$ cat src/rtl/moesi_pkg.sv
package moesi_pkg;

   typedef enum logic [2:0] {
      LS_I = 3'd0,
      LS_S = 3'd1,
      LS_E = 3'd2,
      LS_O = 3'd3,
      LS_M = 3'd4
   } line_st_t;

   // newest data lives here and memory may be stale
   function automatic logic st_dirty(line_st_t s);
      return (s == LS_M) || (s == LS_O);
   endfunction

   function automatic logic st_valid(line_st_t s);
      return s != LS_I;
   endfunction

endpackage

$ cat src/rtl/moesi_cpu_side.sv
module moesi_cpu_side
   import moesi_pkg::*;
(
   input  logic     req,
   input  logic     wr,
   input  logic     peer_shared,
   input  line_st_t cur,
   output logic     hit,
   output logic     miss,
   output logic     bcast,
   output logic     upd,
   output logic     wmiss_start,
   output line_st_t nxt
);

   always_comb begin
      hit         = 1'b0;
      miss        = 1'b0;
      bcast       = 1'b0;
      upd         = 1'b0;
      wmiss_start = 1'b0;
      nxt         = cur;
      if (req) begin
         if (!st_valid(cur)) begin
            miss = 1'b1;
            upd  = 1'b1;
            if (wr) begin
               // first step of a write miss: fill as exclusive
               bcast       = 1'b1;
               wmiss_start = 1'b1;
               nxt         = LS_E;
            end else begin
               nxt = peer_shared ? LS_S : LS_E;
            end
         end else begin
            hit = 1'b1;
            if (wr) begin
               nxt   = LS_M;
               upd   = (cur != LS_M);
               bcast = (cur == LS_S) || (cur == LS_O);
            end
         end
      end
   end

endmodule

$ cat src/rtl/moesi_probe_side.sv
module moesi_probe_side
   import moesi_pkg::*;
(
   input  logic     req,
   input  logic     wr,
   input  logic     nocache,
   input  line_st_t cur,
   output logic     present,
   output logic     supply,
   output logic     upd,
   output line_st_t nxt
);

   always_comb begin
      present = 1'b0;
      supply  = 1'b0;
      upd     = 1'b0;
      nxt     = cur;
      if (req) begin
         present = st_valid(cur);
         supply  = st_dirty(cur);
         if (wr) begin
            nxt = LS_I;
            upd = st_valid(cur);
         end else if (!nocache) begin
            unique case (cur)
               LS_M:    begin nxt = LS_O; upd = 1'b1; end
               LS_E:    begin nxt = LS_S; upd = 1'b1; end
               default: nxt = cur;
            endcase
         end
      end
   end

endmodule

$ cat src/rtl/moesi_state_table.sv
module moesi_state_table
   import moesi_pkg::*;
#(
   parameter int NUM_LINES = 8,
   parameter int IDX_W     = 3
) (
   input  logic             clk,
   input  logic             rst_n,
   input  logic             fin_we,
   input  logic [IDX_W-1:0] fin_idx,
   input  logic             prb_we,
   input  logic [IDX_W-1:0] prb_widx,
   input  line_st_t         prb_wst,
   input  logic             cpu_we,
   input  logic [IDX_W-1:0] cpu_widx,
   input  line_st_t         cpu_wst,
   output line_st_t         st_o [NUM_LINES]
);

   for (genvar i = 0; i < NUM_LINES; i++) begin : g_line
      line_st_t st_q;
      logic     fin_hit, prb_hit, cpu_hit;

      assign fin_hit = fin_we && (fin_idx  == IDX_W'(i));
      assign prb_hit = prb_we && (prb_widx == IDX_W'(i));
      assign cpu_hit = cpu_we && (cpu_widx == IDX_W'(i));

      always_ff @(posedge clk or negedge rst_n) begin
         if (!rst_n)       st_q <= LS_I;
         else if (fin_hit) st_q <= LS_M;
         else if (prb_hit) st_q <= prb_wst;
         else if (cpu_hit) st_q <= cpu_wst;
      end

      assign st_o[i] = st_q;
   end

endmodule

$ cat src/rtl/moesi_ctrl.sv
module moesi_ctrl
   import moesi_pkg::*;
#(
   parameter  int NUM_LINES = 8,
   localparam int IDX_W     = (NUM_LINES > 1) ? $clog2(NUM_LINES) : 1
) (
   input  logic             clk,
   input  logic             rst_n,
   input  logic             cpu_req,
   input  logic             cpu_wr,
   input  logic [IDX_W-1:0] cpu_idx,
   input  logic             peer_shared,
   output logic             cpu_hit,
   output logic             cpu_miss,
   output logic             cpu_bcast,
   output logic             busy,
   input  logic             prb_req,
   input  logic             prb_wr,
   input  logic             prb_nocache,
   input  logic [IDX_W-1:0] prb_idx,
   output logic             prb_present,
   output logic             prb_supply,
   input  logic [IDX_W-1:0] look_idx,
   output logic [2:0]       look_state
);

   if (NUM_LINES < 2 || NUM_LINES > 256) begin : g_bad_lines
      $error("moesi_ctrl: NUM_LINES must be within 2..256");
   end
   if ((1 << IDX_W) != NUM_LINES) begin : g_bad_pow2
      $error("moesi_ctrl: NUM_LINES must be a power of two");
   end

   line_st_t         st [NUM_LINES];
   line_st_t         cpu_cur, prb_cur, cpu_nxt, prb_nxt;
   logic             cpu_req_g, cpu_upd, prb_upd, wmiss_start;
   logic             pend_q;
   logic [IDX_W-1:0] pend_idx_q;

   assign cpu_req_g = cpu_req && !pend_q;
   assign cpu_cur   = st[cpu_idx];
   assign prb_cur   = st[prb_idx];

   moesi_cpu_side u_cpu (
      .req         (cpu_req_g),
      .wr          (cpu_wr),
      .peer_shared (peer_shared),
      .cur         (cpu_cur),
      .hit         (cpu_hit),
      .miss        (cpu_miss),
      .bcast       (cpu_bcast),
      .upd         (cpu_upd),
      .wmiss_start (wmiss_start),
      .nxt         (cpu_nxt)
   );

   moesi_probe_side u_prb (
      .req     (prb_req),
      .wr      (prb_wr),
      .nocache (prb_nocache),
      .cur     (prb_cur),
      .present (prb_present),
      .supply  (prb_supply),
      .upd     (prb_upd),
      .nxt     (prb_nxt)
   );

   // second step of a write miss
   always_ff @(posedge clk or negedge rst_n) begin
      if (!rst_n) begin
         pend_q     <= 1'b0;
         pend_idx_q <= '0;
      end else begin
         pend_q <= wmiss_start;
         if (wmiss_start) pend_idx_q <= cpu_idx;
      end
   end

   moesi_state_table #(
      .NUM_LINES (NUM_LINES),
      .IDX_W     (IDX_W)
   ) u_tbl (
      .clk      (clk),
      .rst_n    (rst_n),
      .fin_we   (pend_q),
      .fin_idx  (pend_idx_q),
      .prb_we   (prb_upd),
      .prb_widx (prb_idx),
      .prb_wst  (prb_nxt),
      .cpu_we   (cpu_upd),
      .cpu_widx (cpu_idx),
      .cpu_wst  (cpu_nxt),
      .st_o     (st)
   );

   assign busy       = pend_q;
   assign look_state = st[look_idx];


   rd_fill_chk: assert property (@(posedge clk) disable iff (!rst_n)
      (cpu_req_g && !cpu_wr && cpu_miss) |=>
         st[$past(cpu_idx)] == ($past(peer_shared) ? LS_S : LS_E));


   wr_hit_chk: assert property (@(posedge clk) disable iff (!rst_n)
      (cpu_req_g && cpu_wr && cpu_hit) |=> st[$past(cpu_idx)] == LS_M);


   wmiss_busy_chk: assert property (@(posedge clk) disable iff (!rst_n)
      (cpu_req_g && cpu_wr && cpu_miss) |=> (busy && st[pend_idx_q] == LS_E));


   busy_once_chk: assert property (@(posedge clk) disable iff (!rst_n)
      busy |=> (!busy && st[$past(pend_idx_q)] == LS_M));


   excl_demote_chk: assert property (@(posedge clk) disable iff (!rst_n)
      (prb_req && !prb_wr && !prb_nocache && prb_cur == LS_E) |=>
         st[$past(prb_idx)] == LS_S);


   nc_keep_chk: assert property (@(posedge clk) disable iff (!rst_n)
      (prb_req && !prb_wr && prb_nocache) |=> st[$past(prb_idx)] == $past(prb_cur));


   wprb_inv_chk: assert property (@(posedge clk) disable iff (!rst_n)
      (prb_req && prb_wr) |=> st[$past(prb_idx)] == LS_I);


   present_chk: assert property (@(posedge clk) disable iff (!rst_n)
      (prb_req && prb_cur == LS_I) |-> !prb_present && !prb_supply);

   // usage rule: one access per line per cycle
   same_line_chk: assert property (@(posedge clk) disable iff (!rst_n)
      (cpu_req_g && prb_req) |-> cpu_idx != prb_idx);

   // usage rule: completing line is not probed
   pend_line_chk: assert property (@(posedge clk) disable iff (!rst_n)
      (busy && prb_req) |-> prb_idx != pend_idx_q);

endmodule

$ cat config.mk
export PLATFORM = sky130hd
export DESIGN_NAME = moesi_ctrl
export DESIGN_NICKNAME = d
export VERILOG_FILES = /design/src/rtl/moesi_pkg.sv /design/src/rtl/moesi_cpu_side.sv /design/src/rtl/moesi_probe_side.sv /design/src/rtl/moesi_state_table.sv /design/src/rtl/moesi_ctrl.sv
export SDC_FILE = /design/constraint.sdc
export NUM_CORES = 1
export LEC_CHECK = 0
export ABC_AREA = 0
export BUFFER_PORTS_ARGS = -buffer_cell sky130_fd_sc_hd__buf_2
export CAP_MARGIN = 15
export CORE_UTILIZATION = 41
export DETAILED_ROUTE_END_ITERATION = 7
export SYNTH_ARGS = -nofsm -noshare
export SYNTH_HDL_FRONTEND = slang
export SYNTH_SLANG_ARGS = --single-unit
$ cat constraint.sdc
create_clock -name clk -period 2.6 [get_ports clk]
set_input_delay 0.52 -clock clk [delete_from_list [all_inputs] [get_ports clk]]
set_output_delay 0.52 -clock clk [all_outputs]
set_load 0.02 [all_outputs]
Yosys cells after proc, flatten, opt, wreduce, memory -nomap -nowiden
Index checks and enable logic that the tools add are counted.

Bits of input ports: 17. Word-level logic and storage cells: 146. Register bits: 28.

Muxes and demuxes: 61. Reductions and logical operators: 42. Equality and inequality tests: 27. Bitwise logic cells: 3. Order comparisons: 3.

Operators with widths (count): 3-bit 2-to-1 mux (37); 3-bit == test (second input constant) (13); 3-bit nonzero test (10); 3-bit binary-select mux with 3-bit select (3); 3-bit by 2-bit == test with 1-bit output (second input constant) (9); 1-bit logical AND (25); 1-bit 2-to-1 mux (19); 3-bit by 1-bit == test with 1-bit output (second input constant) (4); 4-bit greater-or-equal comparator (second input constant) (3); 3-bit NOT with 4-bit output (3); 3-bit logical NOT (3); 3-bit case mux with 2 select lines (1); 3-bit != test (second input constant) (1); 1-bit logical OR (2); 2-bit 2-to-1 mux (1); 2-bit OR reduction (1); 1-bit logical NOT (1).

Logic depth before layout (Yosys ltp)
Depth after elaboration: 13. Depth in mapped cells: 9. Depth with buffers taken out: 7.

Hierarchy
Synthesis repeated with hierarchy kept, for this count alone.

Cells, all modules: 204. Area, all modules: 2384.8 sq um.

By module, submodules not included: moesi_state_table (times used 1, cells each 130, area an instance 1402.6 sq um); moesi_ctrl (times used 1, cells each 39, area an instance 752.0 sq um); moesi_probe_side (times used 1, cells each 19, area an instance 120.1 sq um); moesi_cpu_side (times used 1, cells each 16, area an instance 110.1 sq um).

Worst setup path after synthesis
No wires, ideal clock.

Path kind: input port to flip-flop. Start: input port prb_idx[0]. End: register u_tbl.g_line[6].st_q[1]. Arrival: 2.487 ns. Setup slack: 0.036 ns. Buffers on the path: 2. Stages on the path: 9. Cells stage by stage: buf_2 -> mux4_2 -> mux2_2 -> o31a_1 -> o21a_1 -> buf_6 -> nand4b_1 -> o22ai_1 -> a21oi_1.

Word-level cells in the longest chain between the ends: 13. Elaborated cells between the ends (all ways): 21. Classes of those cells: eq/ne: 3; mux: 13; bitwise: 1; reduce/logical: 4.

RTL lines: start: declaration (line moesi_ctrl.sv:20) `input logic [IDX_W-1:0] prb_idx,`; 3-bit NOT with 4-bit output (not written as such) (line moesi_ctrl.sv:42) `assign prb_cur = st[prb_idx];`; 3-bit binary-select mux with 3-bit select (line moesi_ctrl.sv:42); 3-bit 2-to-1 mux (not written as such) (2 in series) (line moesi_ctrl.sv:42); 3-bit by 2-bit == test with 1-bit output / 3-bit == test (equally long branches) (line moesi_probe_side.sv:26) `unique case (cur)`; 2-bit OR reduction (no source line); 1-bit 2-to-1 mux (line moesi_probe_side.sv:26); 1-bit 2-to-1 mux (line moesi_probe_side.sv:25) `end else if (!nocache) begin`; 1-bit 2-to-1 mux (line moesi_probe_side.sv:22) `if (wr) begin`; 1-bit 2-to-1 mux (line moesi_probe_side.sv:19) `if (req) begin`; 1-bit logical AND (line moesi_state_table.sv:25) `assign prb_hit = prb_we && (prb_widx == IDX_W'(i));`; 3-bit 2-to-1 mux (line moesi_state_table.sv:31) `else if (prb_hit) st_q <= prb_wst;`; 3-bit 2-to-1 mux (line moesi_state_table.sv:30) `else if (fin_hit) st_q <= LS_M;`; end signal: assignment (line moesi_state_table.sv:31); end signal: assignment (line moesi_state_table.sv:32) `else if (cpu_hit) st_q <= cpu_wst;`; end: declaration (line moesi_state_table.sv:21) `line_st_t st_q;`.

Parallel ways exist; a longest one is shown, timed or not. The select of a mux whose other input is x is not followed. A chain may end at the register's enable or synchronous reset.

Final worst setup path
Start: register u_tbl.g_line[4].st_q[1]. End: output port cpu_hit.

Word-level cells in the longest chain between the ends: 6.

RTL lines: start: declaration (line moesi_state_table.sv:21); start signal: assignment (line moesi_state_table.sv:31); start signal: assignment (line moesi_state_table.sv:32); 3-bit binary-select mux with 3-bit select (line moesi_ctrl.sv:41) `assign cpu_cur = st[cpu_idx];`; 3-bit 2-to-1 mux (not written as such) (2 in series) (line moesi_ctrl.sv:41); 3-bit nonzero test (line moesi_pkg.sv:17) `return s != LS_I;`; 1-bit 2-to-1 mux (line moesi_cpu_side.sv:24) `if (!st_valid(cur)) begin`; 1-bit 2-to-1 mux (line moesi_cpu_side.sv:23) `if (req) begin`; end: declaration (line moesi_ctrl.sv:13) `output logic cpu_hit,`.

Every way passes these cells. The select of a mux whose other input is x is not followed.

==> summary.md <==
| Metric | Value |
|---|---|
| Reg2Reg Depth | `7` |
| Clk sink count | `28` |
| Post-route ant nets | `0` |
| Design area | `2930 µm²` |
| Worst slew pin tran | `approximately 0.68 ns` |
| # setup viols final | `0` |
| Yosys warnings | `0` |
| Top Ports | `26` |
| Synth Register Bits | `28` |
| Post-route DRC | `0` |
| Synth Cell Area | `2280 µm²` |
| Total Nets Final | `roughly 300` |
| Largest delay contributor family on the critical path | `multiplexers` |
| Die area | `a little under 6000 µm²` |
| Synthesis-to-finish area growth | `28.4%` |
| Highest-count cells in the layout ignoring fill and taps | `45 x buf_4, 23 x mux2i_1, 23 x dfrtp_1` |
| Maximum root-to-sink buffer count | `2` |
| Total Power | `about 2.9 mW` |
| Leakage | `1.32 nW` |
| CP startpoint | `u_tbl.g_line[4].st_q[1]` |
| Largest net degree at the start of global routing | `29` |
| Syn_nets | `242` |
| Slowest cell on the critical path | `mux4_2` |
| Reg-to-reg endpoint | `u_tbl.g_line[2].st_q[0]` |
| Cells after Synth | `about 230` |
| First-pass GRT wire length | `11.4 mm` |
| DP Area | `around 2700 µm²` |
| Rows | `26` |
| CP Buf/Inv Count | `1` |
| Max rail drop VDD | `0.000349 V` |
| Most used DFF post-synth | `dfrtp_1` |
| Cell chain of the critical path | `mux4_2 > o21a_1 > or3_4 > and2_4 > buf_6` |
| Maxcap violations | `0` |
| Drt wl/cell | `between 15 and 20 µm` |
| Slew HR | `54.7%` |
| First-pass iteration count of the detailed router | `4` |
| Worst r2r src | `u_tbl.g_line[4].st_q[1]` |
| Gpl congestion | `between 0.8 and 0.9` |
| Initial antenna violation count | `0` |
| WP data required | `2.08 ns` |
| Gr ovfl total | `0` |
| Critical path type | `register to primary output` |
| # fillers | `479` |
| Critical Path Sink Type | `primary output` |
| Synth cell types | `48` |
| CTS tree | `built` |
| Clock-pin slew on the worst setup and hold paths | `0.11 ns` |
| Tcrit/Tclk final | `approximately 100%` |
| CP max FO | `4` |
| Detailed-route via count | `2147` |
| DRT Wirelength | `7.15 mm` |
| Pwr/cell area | `984 nW/µm²` |
| IO Port Bufs | `25` |
| CP startpoint kind | `register` |
| Final min period | `2.59 ns` |
| Vias per cell | `5.98` |
| Vias in the first global route | `2128` |
| Clock Latency Late Sink | `0.28 ns` |
| Commonest non-fill, non-tap cell in the layout | `buf_4` |
| Detailed placement HPWL | `5.32 mm` |
| Core box area | `5240 µm²` |
| Seq/Total Area, Yosys | `30.7%` |
| Max-slew violation count | `0` |
| Setup tns final | `0 ns` |
| Path type of the worst min-delay path | `input pin to async pin` |
| Root Buffer | `clkbuf_8` |
| CP peak stage delay | `between 0.4 and 0.5 ns` |
| Non-filler instance count after layout | `359` |
| Die height | `76.6 µm` |
| Status | `finished, final reports clean` |
| Tot GR Track Use | `25.2%` |
| RSZ-0062 raised after global routing | `yes` |
| Max Fclk | `387 MHz` |
| R2r setup slk | `around 0.06 ns` |
| CTS H-tree lvls | `1` |
| Synth Area per Inst | `10.1 µm²` |
| Initial drt markers | `between 150 and 200` |
| CTS buffer count | `3` |
| Dpl cells | `348` |
| Layout cells sized above 1 | `41.5%` |
| Post-synth EDFFs | `0` |
| CP arrival | `2.07 ns` |
| Setup Skew | `0.00743 ns` |
| Initial Util | `a little over two fifths` |
| Post-synthesis async set-or-reset flop share | `100%` |
| Die Wd | `76.6 µm` |
| ANT cells | `0` |
| Final Hold Vio Count | `0` |
## synth_stat cells, types with 2 or more instances
| cell | number | area (µm²) |
|---|---|---|
| a211o_1 | 2 | 17.5 |
| a211oi_1 | 7 | 52.6 |
| a21o_1 | 2 | 15.0 |
| a21oi_1 | 16 | 80.1 |
| a21oi_2 | 2 | 17.5 |
| a31oi_1 | 2 | 12.5 |
| and2_1 | 6 | 37.5 |
| buf_6 | 4 | 45.0 |
| clkbuf_1 | 4 | 15.0 |
| dfrtp_1 | 28 | 701 |
| inv_1 | 5 | 18.8 |
| mux2_2 | 9 | 101 |
| mux2i_1 | 23 | 230 |
| mux4_1 | 2 | 52.6 |
| mux4_2 | 12 | 270 |
| nand2_1 | 8 | 30.0 |
| nand2b_1 | 4 | 25.0 |
| nand3_1 | 3 | 15.0 |
| nand3b_2 | 2 | 22.5 |
| nand4_1 | 2 | 12.5 |
| nand4b_1 | 2 | 17.5 |
| nor2_1 | 15 | 56.3 |
| nor2b_1 | 8 | 50.1 |
| nor3_1 | 3 | 15.0 |
| nor3b_1 | 3 | 22.5 |
| o21a_1 | 4 | 30.0 |
| o21ai_0 | 14 | 70.1 |
| o21ai_1 | 5 | 25.0 |
| o22ai_1 | 8 | 50.1 |
| o31a_1 | 2 | 17.5 |
## registers in the layout (all words and copies together), names as in the netlist
| register | cells |
|---|---|
| pend_idx_q | 3 |
| u_tbl.g_line.st_q | 24 |
| busy | 1 |
## per-layer routing
| layer | global-route usage (%) | wire [µm] | vias up |
|---|---|---|---|
| li1 | - | - | 998 |
| met1 | 34.5 | 3140 | 1066 |
| met5 | 0 | 0 | - |
| met2 | 42.3 | 3500 | 70 |
| met4 | 5.00 | 119 | 0 |
| met3 | 3.83 | 386 | 13 |
## logic make-up (layout without fill, tap and decap cells)
logic type / Yosys count / after routing / synth area share [%]
and+or+nand+nor: 63 / 63 / 16.0
muxes: 47 / 47 / 29.2
AOI/OAI and AO/OA: 71 / 71 / 19.7
buffers and inverters: 15 / 79 / 4.00
xor gates and xnor gates: 1 / 1 / 0.384
DFF: 28 / 28 / 30.7
## area by class of cell
cell class	instances	area (µm²)	share of cell area, %
repair buffers	70	503	17.2
flip-flops and latches	28	707	24.1
inverters	5	18.8	0.641
clock buffers	3	41.3	1.41
well taps	70	87.6	2.99
multi-input cells	182	1540	52.6
clock inverters	1	30.0	1.03
## how the worst max path moves through the flow
stage | to | slack [ns] | depth (start not counted)
finish | cpu_hit | 0.01 | 5
global route | prb_supply | -0.03 | 6
CTS | prb_supply | 0.002 | 7
detailed placement | u_tbl.g_line[1].st_q[0] | -0.15 | 8
global placement | u_tbl.g_line[6].st_q[0] | -0.14 | 8
floorplan | u_tbl.g_line[6].st_q[1] | 0.04 | 9
## report_power, final
part | internal [mW] | leakage [nW] | switching [mW]
logic | 0.881 | 0.953 | 0.744
registers | 0.650 | 0.334 | 0.253
clock network | 0.206 | 0.0357 | 0.148
total | 1.74 | 1.32 | 1.14
## worst reg2reg max path, stage by stage (launching register included)
cell	delay [ns]
dfrtp_2	0.47
mux4_2	0.49
o21a_1	0.22
buf_4	0.15
or4_4	0.54
a211o_1	0.33
mux2i_1	0.16
a21oi_1	0.08
## through the flow
stage	setup WS (ns)	hold slack, ns	utilization [%]
4_1_cts	0.00212	0.275	54.9
6_report	0.0148	0.256	55.9
3_3_place_gp	-0.137	0.564	51.9
2_1_floorplan	0.0356	0.224	-
5_1_grt	-0.0281	0.304	55.9
3_5_place_dp	-0.153	0.579	51.9
## what timing repair did
action | in CTS | in global routing
hold buffers | 0 | 0
hold endpoints to repair | 0 | 0
gates cloned | 0 | 0
gates resized for setup | 16 | 14
pin swaps | 2 | 7
setup endpoints to repair | 4 | 17
setup buffers | 6 | 2
Power figures use the tool's default switching activity.
